==> src/rtl/mpd_pkg.sv <==
package mpd_pkg;
   localparam int DEG_REV   = 360;
   localparam int DEG_CYCLE = 720;

   typedef enum logic {
      CYC_ONE_REV = 1'b0,
      CYC_TWO_REV = 1'b1
   } cyc_mode_e;
endpackage

==> src/rtl/mpd_sync_edge.sv <==
module mpd_sync_edge #(
   parameter int   STAGES    = 2,
   parameter logic RESET_VAL = 1'b0
) (
   input  logic clk,
   input  logic rst_n,
   input  logic d,
   output logic q,
   output logic rise
);
   if (STAGES < 2) begin : g_bad_stages
      $error("mpd_sync_edge: STAGES must be at least 2");
   end

   logic [STAGES:0] sh;

   always_ff @(posedge clk or negedge rst_n) begin
      if (!rst_n) sh <= {(STAGES+1){RESET_VAL}};
      else        sh <= {sh[STAGES-1:0], d};
   end

   assign q    = sh[STAGES-1];
   assign rise = sh[STAGES-1] & ~sh[STAGES];
endmodule

==> src/rtl/mpd_wrap_detect.sv <==
module mpd_wrap_detect
   import mpd_pkg::*;
#(
   parameter int ANG_W      = 10,
   parameter bit DIRECT_720 = 1'b0
) (
   input  logic             clk,
   input  logic             rst_n,
   input  logic [ANG_W-1:0] angle,
   input  logic             mode_720,
   output logic             boundary
);
   localparam int NEED_W = DIRECT_720 ? $clog2(DEG_CYCLE) : $clog2(DEG_REV);
   localparam logic [ANG_W-1:0] HALF_MARK = ANG_W'(DEG_REV);

   if (ANG_W < NEED_W) begin : g_bad_width
      $error("mpd_wrap_detect: ANG_W too narrow for the angle range");
   end

   logic [ANG_W-1:0] prev_q;
   logic             prev_vld;
   logic             wrap;

   always_ff @(posedge clk or negedge rst_n) begin
      if (!rst_n) begin
         prev_q   <= '0;
         prev_vld <= 1'b0;
      end else begin
         prev_q   <= angle;
         prev_vld <= 1'b1;
      end
   end

   assign wrap = prev_vld && (angle < prev_q);

   if (DIRECT_720) begin : g_direct
      logic cross_half;
      assign cross_half = prev_vld && (prev_q < HALF_MARK) && (angle >= HALF_MARK);
      assign boundary   = mode_720 ? wrap : (wrap | cross_half);
   end else begin : g_two_wrap
      logic half_q;
      always_ff @(posedge clk or negedge rst_n) begin
         if (!rst_n)        half_q <= 1'b0;
         else if (!mode_720) half_q <= 1'b0;
         else if (wrap)      half_q <= ~half_q;
      end
      assign boundary = wrap && (!mode_720 || half_q);
   end
endmodule

==> src/rtl/mpd_window.sv <==
module mpd_window (
   input  logic clk,
   input  logic rst_n,
   input  logic boundary,
   input  logic pulse_rise,
   input  logic clr_q,
   output logic seen,
   output logic armed,
   output logic fault
);
   always_ff @(posedge clk or negedge rst_n) begin
      if (!rst_n) begin
         seen  <= 1'b0;
         armed <= 1'b0;
      end else if (boundary) begin
         seen  <= pulse_rise;
         armed <= 1'b1;
      end else if (pulse_rise) begin
         seen  <= 1'b1;
      end
   end

   always_ff @(posedge clk or negedge rst_n) begin
      if (!rst_n)                          fault <= 1'b0;
      else if (!clr_q)                     fault <= 1'b0;
      else if (boundary && armed && !seen) fault <= 1'b1;
   end
endmodule

==> src/rtl/miss_pulse_mon.sv <==
module miss_pulse_mon
   import mpd_pkg::*;
#(
   parameter int ANG_W      = 10,
   parameter bit DIRECT_720 = 1'b0,
   parameter int SYNC_DEPTH = 2
) (
   input  logic             clk,
   input  logic             rst_n,
   input  logic [ANG_W-1:0] crank_angle,
   input  logic             pulse_in,
   input  logic             cycle_720,
   input  logic             fault_clr_n,
   output logic             pulse_seen,
   output logic             miss_fault
);
   logic      cyc_boundary;
   logic      pulse_rise;
   logic      pulse_lvl;
   logic      clr_q;
   logic      clr_fall;
   logic      win_armed;
   cyc_mode_e mode;

   assign mode = cyc_mode_e'(cycle_720);

   mpd_sync_edge #(.STAGES(SYNC_DEPTH), .RESET_VAL(1'b0)) u_pulse_sync (
      .clk(clk), .rst_n(rst_n), .d(pulse_in), .q(pulse_lvl), .rise(pulse_rise)
   );

   mpd_sync_edge #(.STAGES(SYNC_DEPTH), .RESET_VAL(1'b1)) u_clr_sync (
      .clk(clk), .rst_n(rst_n), .d(fault_clr_n), .q(clr_q), .rise(clr_fall)
   );

   mpd_wrap_detect #(.ANG_W(ANG_W), .DIRECT_720(DIRECT_720)) u_wrap (
      .clk(clk), .rst_n(rst_n), .angle(crank_angle),
      .mode_720(mode == CYC_TWO_REV), .boundary(cyc_boundary)
   );

   mpd_window u_win (
      .clk(clk), .rst_n(rst_n), .boundary(cyc_boundary), .pulse_rise(pulse_rise),
      .clr_q(clr_q), .seen(pulse_seen), .armed(win_armed), .fault(miss_fault)
   );

   logic unused_ok;
   assign unused_ok = pulse_lvl ^ clr_fall;
endmodule

==> config.mk <==
export PLATFORM = sky130hd
export DESIGN_NAME = miss_pulse_mon
export DESIGN_NICKNAME = d
export VERILOG_FILES = /design/src/rtl/mpd_pkg.sv /design/src/rtl/mpd_sync_edge.sv /design/src/rtl/mpd_wrap_detect.sv /design/src/rtl/mpd_window.sv /design/src/rtl/miss_pulse_mon.sv
export SDC_FILE = /design/constraint.sdc
export NUM_CORES = 1
export LEC_CHECK = 0
export ABC_AREA = 1
export CELL_PAD_IN_SITES_DETAIL_PLACEMENT = 1
export CELL_PAD_IN_SITES_GLOBAL_PLACEMENT = 1
export CORE_MARGIN = 2
export CORE_UTILIZATION = 40
export DETAILED_ROUTE_END_ITERATION = 8
export GPL_ROUTABILITY_DRIVEN = 0
export HOLD_SLACK_MARGIN = 0.12
export PLACE_DENSITY = 0.77
export SLEW_MARGIN = 5
export SYNTH_ARGS = -nofsm -noshare
export SYNTH_HDL_FRONTEND = slang
export SYNTH_SLANG_ARGS = --single-unit
==> constraint.sdc <==
create_clock -name clk -period 2.65 [get_ports clk]
set_clock_uncertainty 0.1 [all_clocks]
set_input_delay 0.53 -clock clk [delete_from_list [all_inputs] [get_ports clk]]
set_output_delay 0.53 -clock clk [all_outputs]
set_load 0.01 [all_outputs]
==> flow_summary.ini <==
[sta]
period_minus_slack_ns = 1.871
fmax_mhz = 534.6
setup_viol = 0
finalSetupTns_ns = 0
rsz0062_at_grt = no
drv_slew = 0
fin_crit_sh_pct = 70.59
hold_viol = 0
setup_slack_ns = 0.7794
holdWs_ns = 0.2620

[floorplanning]
rows = 16
die_h_um = 49.95
die_w_um = 49.95
core-area_mm2 = 0.001982
start_util_pct = 42.61
dieArea_mm2 = 0.002495
ioPinCount = 17

[setup_path]
arrival_ns = 1.96
crit_required_ns = 2.74
start_kind = primary input
crit_fanout = 3
r2r_start = u_wrap.prev_q[3]
crit_path_start = crank_angle[3]
cp-end-kind = register
critPathKind = in2reg

[drt]
drc = 0
drt_iter0_markers = 4
drtAntennaViolNets = 0
wl_per_cell_um = 11.64
drt-pass1-iter-count = 2
wirelength_um = 1502
num_vias = 592
routed_via_density = 4.589

[yosys]
synth_top_cell_area_share_pct = 53.33
synthTopCellsByCount = 19 x inv_1, 18 x dfrtp_1, 14 x nand2_1, 9 x ha_1, 5 x a21oi_1
synth_cell_types = 15
synth_flop_cell = dfrtp_1
synth-seq-cells = 20
avgSynthCellArea_um2 = 10.43
syn_area_um2 = 844.6
synth_area_leaders = dfrtp_1 53%, ha_1 13%, inv_1 8.4%, dfstp_2 6.2%, nand2_1 6.2%
ys_seq_area_share_pct = 59.56
async_reset_ff_share_pct = 100.0
synthCells = 81
yosysMostFrequentCell = inv_1
syn-num-nets = 105
yosys_warnings = 0
synth_edf_count = 0
netlist.top_cell.by_area = dfrtp_1

[cts]
insertion_delay_ns = 0.30
post_cts_buffers = 0
path_clk_slew_ns = 0.10
htree_levels = 1
cts_tree = built
clock_sinks = 20
numCtsBuffers = 3
ctsResizeCount = 0
cts_hold_buf = 0
cts_root_buffer = clkbuf_4
clockBufferDepth = 2

[final_layout]
diodes = 0
final_nets = 127
drive_gt1_share_pct = 12.75
syn2layout_area_growth_pct = 28.15

[grt]
grt_pass1_wl_um = 2822
grt_pass1_vias = 669
antenna_found_initial = 0
overflow = 0
grt_max_degree = 21
grt_usage_pct = 15.35

[pwr]
p_leak_nw = 0.5441
cellPowerDensity_mw_per_mm2 = 545.6
vdd.ir_drop.worst_uv = 290.1

[placement]
pre_cts_slack_ns = 0.4455
port_buffers = 16
dp_hpwl_um = 1208

[worst_hold_path]
hp-start = u_pulse_sync.sh[0]
holdCritPathClass = reg2reg

[run]
cap_viol_max_count = 0

[run_status]
status = finished, final reports clean
-- cells by family after synthesis --
kind of cell    share of synthesized area [%]
simple gates                            13.04
flops                                   59.56
buf+inv                                 8.445
fa+ha+maj                               13.33
compound gates                          5.185
other cells                            0.4440
-- worst max-delay path, stage by stage --
cell,delay [ns]
clkdlybuf4s50_1,0.42
ha_1,0.32
nand2_1,0.11
nor2_1,0.06
nand2_1,0.08
nor2_2,0.04
nor2_2,0.14
nand3_2,0.11
nand2_1,0.07
o21ai_0,0.07
-- power by group --
part	switching, W	internal [W]
logic	0.0000425	0.0000445
registers	0.00000644	0.000323
clock network	0.0000900	0.0000838
total	0.000139	0.000451
-- per-stage QoR --
step / instance area (µm²) / utilization (%) / instances / total power (W)
final: 1082 / 54.61 / 129 / 0.0005905
after global routing: 1082 / 54.61 / 129 / 0.0006278
after CTS: 1082 / 54.61 / 129 / 0.0006033
after detailed placement: 1046 / 52.78 / 125 / 0.0004249
after global placement: 1046 / 52.78 / 125 / 0.0004187
after floorplan: 844.6 / - / 81 / 0.0003749
-- state kept, by name, indices dropped and copies added, names as in the netlist --
name                      cells
u_wrap.prev_q                10
u_pulse_sync.sh               3
u_clr_sync.sh                 2
u_win.armed                   1
u_win.fault                   1
u_win.seen                    1
u_wrap.g_two_wrap.half_q      1
u_wrap.prev_vld               1
-- final timing paths --
kind	endpoint	slack, ns	depth (start not counted)
setup / recovery	u_win.seen	0.78	10
hold / removal	u_pulse_sync.sh[1]	0.26	0
hold reg to reg	u_pulse_sync.sh[1]	0.26	0
setup reg to reg	u_win.seen	1.08	10
max in group asynchronous	u_clr_sync.sh[0]	1.73	2
min in group asynchronous	u_win.fault	0.46	2
-- routing by layer --
| layer | up-vias | GRT usage (%) | wire length (µm) |
|---|---|---|---|
| li1 | 289 | - | - |
| met1 | 283 | 17.38 | 608 |
| met2 | 14 | 24.89 | 763 |
| met4 | 0 | 9.259 | 48 |
| met5 | - | 0 | 0 |
| met3 | 6 | 5.152 | 82 |
-- cells in the final DEF (no fill, tap or decap) --
cell | Yosys | layout
inv_1 | 19 | 19
dfrtp_1 | 18 | 18
clkdlybuf4s50_1 | 0 | 16
nand2_1 | 14 | 14
ha_1 | 9 | 9
a21oi_1 | 5 | 5
nor2_2 | 3 | 3
nor2_1 | 3 | 3
clkbuf_4 | 0 | 3
o21ai_0 | 2 | 2
dfstp_2 | 2 | 2
nand3_1 | 1 | 1
nand3_2 | 1 | 1
nand2_2 | 1 | 1
a21oi_2 | 1 | 1
nand4_1 | 1 | 1
clkbuf_8 | 0 | 1
buf_4 | 0 | 1
conb_1 | 1 | 1
-- area by class of cell --
| cell class | instances | area (µm²) |
|---|---|---|
| Fill cell | 227 | 899.6 |
| Sequential cell | 20 | 503.0 |
| Multi-Input combinational cell | 42 | 270.3 |
| Timing Repair Buffer | 17 | 167.7 |
| Inverter | 19 | 71.32 |
| Clock buffer | 4 | 36.28 |
| Tap cell | 27 | 33.78 |
Note: power is estimated with default switching activity, not from simulation.
